$ cat src/rtl/ext_irq_pkg.sv
package ext_irq_pkg;

    // Polarity field codes (bit 1 set means both edges)
    localparam logic [1:0] POL_FALL = 2'b00;
    localparam logic [1:0] POL_RISE = 2'b01;

    typedef struct packed {
        logic smp;   // last machine-cycle sample
        logic flag;  // request flag
    } chan_reg_t;

    function automatic logic pol_match(input logic [1:0] pol,
                                       input logic       prev,
                                       input logic       curr);
        logic rise;
        logic fall;
        rise = ~prev & curr;
        fall = prev & ~curr;
        if (pol[1])
            return rise | fall;
        else if (pol == POL_RISE)
            return rise;
        else
            return fall;
    endfunction

endpackage

$ cat src/rtl/irq_sync.sv
module irq_sync #(
    parameter int   STAGES  = 2,
    parameter logic RST_VAL = 1'b1
) (
    input  logic clk,
    input  logic rst_n,
    input  logic d_i,
    output logic q_o
);

    logic [STAGES-1:0] chain_d, chain_q;

    generate
        if (STAGES == 1) begin : g_one
            always_comb chain_d = d_i;
        end else begin : g_many
            always_comb chain_d = {chain_q[STAGES-2:0], d_i};
        end
    endgenerate

    always_ff @(posedge clk or negedge rst_n) begin
        if (!rst_n)
            chain_q <= {STAGES{RST_VAL}};
        else
            chain_q <= chain_d;
    end

    assign q_o = chain_q[STAGES-1];

endmodule

$ cat src/rtl/irq_chan.sv
module irq_chan
    import ext_irq_pkg::*;
(
    input  logic       clk,
    input  logic       rst_n,
    input  logic       strobe_i,
    input  logic       pin_s_i,
    input  logic       edge_mode_i,
    input  logic [1:0] pol_i,
    input  logic       ack_i,
    input  logic       sw_we_i,
    input  logic       sw_data_i,
    output logic       flag_o
);

    chan_reg_t r_d, r_q;
    logic      hw_evt;
    logic      hw_val;

    always_comb begin
        r_d    = r_q;
        hw_evt = 1'b0;
        hw_val = 1'b0;
        if (strobe_i) begin
            r_d.smp = pin_s_i;
            if (edge_mode_i) begin
                hw_evt = pol_match(pol_i, r_q.smp, pin_s_i);
                hw_val = 1'b1;
            end else begin
                hw_evt = 1'b1;
                hw_val = ~pin_s_i;
            end
        end
        if (ack_i)
            r_d.flag = 1'b0;
        else if (hw_evt)
            r_d.flag = hw_val;
        else if (sw_we_i)
            r_d.flag = sw_data_i;
    end

    always_ff @(posedge clk or negedge rst_n) begin
        if (!rst_n) begin
            r_q.smp  <= 1'b1;
            r_q.flag <= 1'b0;
        end else begin
            r_q <= r_d;
        end
    end

    assign flag_o = r_q.flag;

endmodule

$ cat src/rtl/ext_irq_detect.sv
module ext_irq_detect #(
    parameter int NCH         = 2,
    parameter int SYNC_STAGES = 2
) (
    input  logic             clk,
    input  logic             rst_n,
    input  logic             mc_strobe_i,
    input  logic [NCH-1:0]   pin_i,
    input  logic [NCH-1:0]   edge_mode_i,
    input  logic [2*NCH-1:0] edge_sel_i,
    input  logic [NCH-1:0]   vec_ack_i,
    input  logic [NCH-1:0]   sw_we_i,
    input  logic [NCH-1:0]   sw_data_i,
    output logic [NCH-1:0]   irq_flag_o
);

    logic [NCH-1:0] pin_s;

    generate
        for (genvar i = 0; i < NCH; i++) begin : g_ch
            irq_sync #(.STAGES(SYNC_STAGES), .RST_VAL(1'b1)) u_sync (
                .clk   (clk),
                .rst_n (rst_n),
                .d_i   (pin_i[i]),
                .q_o   (pin_s[i])
            );
            irq_chan u_chan (
                .clk         (clk),
                .rst_n       (rst_n),
                .strobe_i    (mc_strobe_i),
                .pin_s_i     (pin_s[i]),
                .edge_mode_i (edge_mode_i[i]),
                .pol_i       (edge_sel_i[2*i +: 2]),
                .ack_i       (vec_ack_i[i]),
                .sw_we_i     (sw_we_i[i]),
                .sw_data_i   (sw_data_i[i]),
                .flag_o      (irq_flag_o[i])
            );
        end
    endgenerate

endmodule

$ cat config.mk
export PLATFORM = sky130hd
export DESIGN_NAME = ext_irq_detect
export DESIGN_NICKNAME = d
export VERILOG_FILES = /design/src/rtl/ext_irq_pkg.sv /design/src/rtl/irq_sync.sv /design/src/rtl/irq_chan.sv /design/src/rtl/ext_irq_detect.sv
export SDC_FILE = /design/constraint.sdc
export NUM_CORES = 1
export LEC_CHECK = 0
export BUFFER_PORTS_ARGS = -buffer_cell sky130_fd_sc_hd__buf_2
export CAP_MARGIN = 20
export CELL_PAD_IN_SITES_DETAIL_PLACEMENT = 0
export CELL_PAD_IN_SITES_GLOBAL_PLACEMENT = 1
export CORE_MARGIN = 1
export CORE_UTILIZATION = 30
export DETAILED_ROUTE_END_ITERATION = 12
export PLACE_DENSITY = 0.68
export SYNTH_ARGS = -nofsm -noshare
export SYNTH_HDL_FRONTEND = slang
export SYNTH_SLANG_ARGS = --single-unit
export TNS_END_PERCENT = 1
$ cat constraint.sdc
create_clock -name clk -period 1.8 [get_ports clk]
set_input_delay 0.09 -clock clk [delete_from_list [all_inputs] [get_ports clk]]
set_output_delay 0.09 -clock clk [all_outputs]
set_load 0.05 [all_outputs]
# [After elaboration in Yosys (flattened, before gate mapping)]
# Cells that the tools add are included.
[word_totals] inputBits=17 register_bits=8 output_inout_bits=2
[classes] reduce_logical=2 mux=18 bitwise=10 n_eq_ne=2
[ops] cell="two-way mux 1 bit" count=18
[ops] cell="nonzero test 3 bit" count=2
[ops] cell="bitwise AND 1 bit" count=4
[ops] cell="== test 2 x 1 -> 1 bit, second input constant" count=2
[ops] cell="inverter 1 bit" count=4
[ops] cell="bitwise OR 1 bit" count=2

# [Depth between registers and ports, before layout]
[depth] depth_word=8 ltp_mapped=5 depth_no_buf=5

# [Hierarchy]
# Synthesis repeated with hierarchy kept, for this count alone.
[unflattened] cells_unflattened=34 hier_area_um2=412.9
[modules_own_cells] module="irq_chan" area_each_um2=153.9 cells_each=15 n_inst=2
[modules_own_cells] module="irq_sync" area_each_um2=52.6 cells_each=2 n_inst=2

# [Worst setup path after synthesis]
# No wires, ideal clock.
[synth_path] path_type="reg2reg" from="reg g_ch[0].u_chan.r_q[1] (netlist name)" to="reg g_ch[0].u_chan.r_q (netlist bit g_ch[0].u_chan.flag_o)" stages_incl_launch_ff=6 path_buffers=0 t_required_ns=1.664 slack_ns=0.350 arrival_ns=1.314 setup_time_ns=0.136 cell_sequence="dfstp_2 -> inv_1 -> ha_1 -> mux2_1 -> o311ai_1 -> a211oi_1"
[synth_between] elab_chain_cells=8
[synth_rtl] item="start, declared" line="irq_chan.sv:16" source="chan_reg_t r_d, r_q;"
[synth_rtl] item="start signal, assigned" line="irq_chan.sv:47" source="r_q <= r_d;"
[synth_rtl] item="inverter 1 bit" line="ext_irq_pkg.sv:17" source="rise = ~prev & curr;"
[synth_rtl] item="bitwise AND 1 bit" line="ext_irq_pkg.sv:17"
[synth_rtl] item="two-way mux 1 bit or bitwise OR 1 bit (tied branches)" line="ext_irq_pkg.sv:21, ext_irq_pkg.sv:20"
[synth_rtl] item="two-way mux 1 bit (*)" line="ext_irq_pkg.sv:19" source="if (pol[1])"
[synth_rtl] item="two-way mux 1 bit (*)" line="irq_chan.sv:26" source="if (edge_mode_i) begin"
[synth_rtl] item="two-way mux 1 bit (*)" line="irq_chan.sv:24" source="if (strobe_i) begin"
[synth_rtl] item="two-way mux 1 bit" line="irq_chan.sv:36" source="else if (hw_evt)"
[synth_rtl] item="two-way mux 1 bit" line="irq_chan.sv:34" source="if (ack_i)"
# Every way passes the cells marked *; elsewhere a longest branch is shown, timed or not.
# A chain may end at the register's enable or synchronous reset.

# [Worst setup path in the final report]
# Same ends and word-level chain as after synthesis.

==> run metrics <==
first drt pass iteration count=3; drt drc=0; syn nets=57; Synth Register Bits=8; GR peak layer=met2; combinational share of power=19.2%; Int Pwr=323 uW; yosys synthesis warning count=0; Clock Sink Count=8; clock skew=0.00931 ns; CP Cell Sequence=inv_1 -> ha_1 -> mux2_1 -> o311ai_1 -> a211oi_1; HP Class=in -> reg; Worst Setup Slack, final=0.290 ns; core area=1280 um2; Area Overhead vs Synth=41.2%; Synth Area in Compound Gates=12.1%; initial core utilization=32.1%; worst path buffer plus inverter count=1; synthesized cell area=413 um2; Commonest cells post-synth=6 x dfstp_2, 6 x inv_1, 4 x ha_1; port bufs=18; routability cong.=0.668; biggest area consumer among synthesized cells=dfstp_2; nets@finish=83; Fin Setup TNS=0 ns; site row count=13; Routed Wire Length=677 um; Post-Synth Adder-Cell Area=12.1%; Clock power frac=33.2%; share of layout cells above drive strength 1=47.5%; simple-gate share of the synthesized area=6.06%; Synth cell types=15; startpoint types=register; WL per Instance=8.91 um; dpl ws=0.257 ns; Clock Path Buffers=2; Final min period=1.51 ns; TritonCTS clock tree=yes; CP required=1.93 ns; DR vias=338; Critical Path Sink Type=register; CTS resizes=0; TritonCTS buffer count=3; Max-Cap Viols=0; Detailed Route Iter0 Violations=5; Worst-Skew Late Latency=0.25 ns; hold_buf cts=5; Post-synth EDFFs=0; Crit path max-delay family=flip-flops; crit path max fanout=2; ANT cells=0; largest net degree at the start of global routing=9; final setup violation count=0; routed vias/inst=4.45; CTS H-Tree Depth=1; number of global-route vias before repair=301; global-route met1 utilization=12.2%; total track usage=11.7%; die width=39.1 um; Psw=108 uW; CP arrival=1.64 ns; met3 usage=8.67%; slowest CP cell=dfstp_2; RSZ-0062 raised after global routing=false; post-CTS setup buffers=0; mux contribution to synthesized area=10.3%; first-pass GRT wire length=1100 um; outcome=completed; PD cells=740 nW/um2; Root Driver=clkbuf_4; relative slew slack=83.8%; main flop type after synthesis=dfstp_2; area share of the largest cell type after synthesis=38.2%; Max Freq=0.662 GHz; Hold WS=0.0737 ns; period utilisation layout=83.9%; cells after synthesis=36; Seq/Total Area, Yosys=50.3%; largest cells by area after synthesis=dfstp_2 38%, dfrtp_1 12%, ha_1 12%, inv_1 5.5%, mux2i_1 4.8%; CTS clk-pin slew, worst paths=0.06 ns; total gr overflow=0; Die Y-Extent=39.1 um; Worst-Margin Slew=0.240 ns; die area=1530 um2; antenna violations before repair=0; ANT nets after route=0; leakage power=0.300 nW; grt met2 use=18.8%; Slew Limit Fails=0; Syn Area/Cell=11.5 um2; slowest stage delay, CP=0.52 ns; final hold viol count=0; Sw Ratio=25.0%; largest family of logic cells by synthesized area=compound AO/OA/AOI/OAI gates; part of the power in registers=47.6%; Worst Setup Path Type=reg -> reg; IO Pins=19; Synth Area in XOR/XNOR=0%; FFs w/ async S/R, synth=100%; maximum vdd drop=0.425 mV
==> power by group through the flow <==
| stage | clock (mW) | combinational, mW | sequential (mW) |
|---|---|---|---|
| global placement | 0 | 0.0747 | 0.208 |
| finish | 0.143 | 0.0827 | 0.205 |
| floorplan | 0 | 0.0477 | 0.207 |
| detailed placement | 0 | 0.0762 | 0.208 |
| CTS | 0.153 | 0.0846 | 0.205 |
| global route | 0.162 | 0.0930 | 0.207 |
==> path summary, 6_finish.rpt <==
check	start	to	slack, ns	cells past startpoint
min in group asynchronous	rst_n	g_ch[1].u_chan.flag_o$_DFFE_PN0P_	0.20	2
worst max register to register	g_ch[0].u_chan.r_q[1]$_DFFE_PN1P_	g_ch[0].u_chan.flag_o$_DFFE_PN0P_	0.29	5
worst min register to register	g_ch[0].u_sync.chain_q[0]$_DFF_PN1_	g_ch[0].u_sync.chain_q[1]$_DFF_PN1_	0.34	0
max in group asynchronous	rst_n	g_ch[1].u_sync.chain_q[1]$_DFF_PN1_	1.35	2
worst min-delay path	mc_strobe_i	g_ch[1].u_chan.r_q[1]$_DFFE_PN1P_	0.07	2
worst max-delay path	g_ch[0].u_chan.r_q[1]$_DFFE_PN1P_	g_ch[0].u_chan.flag_o$_DFFE_PN0P_	0.29	5
==> final cells by class <==
type / instances / area, um2
fillers: 131 / 702
flip-flops and latches: 8 / 208
multi-input cells: 20 / 168
repair buffers: 23 / 140
clock buffers: 4 / 26.3
inverters: 6 / 22.5
well taps: 15 / 18.8
==> cells in the final DEF, fill, tap and decap left out <==
| master | netlist | layout |
|---|---|---|
| o21ai_0 | 2 | 2 |
| inv_1 | 6 | 6 |
| a211oi_1 | 2 | 2 |
| dfrtp_1 | 2 | 2 |
| nor2_1 | 2 | 2 |
| nand2_1 | 2 | 2 |
| o311ai_2 | 1 | 1 |
| ha_1 | 4 | 4 |
| dlygate4sd3_1 | 0 | 5 |
| mux2i_1 | 2 | 2 |
| clkbuf_4 | 0 | 3 |
| mux2_1 | 1 | 1 |
| buf_2 | 0 | 18 |
| clkbuf_1 | 0 | 1 |
| o311ai_1 | 1 | 1 |
| nand3_1 | 2 | 2 |
| mux2_2 | 1 | 1 |
| dfstp_2 | 6 | 6 |
==> per-stage QoR <==
step           util, %  total power [mW]  std cells  area, um2
2_1_floorplan        -             0.255         36        413
3_3_place_gp      39.4             0.282         67        507
3_5_place_dp      39.4             0.284         67        507
4_1_cts           45.4             0.443         76        583
5_1_grt           45.4             0.463         76        583
6_report          45.4             0.431         76        583
==> state kept, by name, summed over array words and instances, names as in the netlist <==
register / cells
g_ch.u_sync.chain_q: 4
g_ch.u_chan.r_q: 2
g_ch.u_chan.flag_o: 2
==> metal layers <==
layer  part of all wire, %  routed length (um)
met3                   6.9                  47
met2                    50                 340
met5                     0                   0
met4                     0                   0
met1                    43                 289
==> cells by family (layout without fill, tap and decap cells) <==
family | after synthesis | after routing
adders and majority gates | 4 | 4
buffers and inverters | 8 | 33
AOI/OAI and AO/OA | 6 | 6
and+or+nand+nor | 6 | 6
muxes | 4 | 4
DFF | 8 | 8
Note: power is estimated with default switching activity, not from simulation.
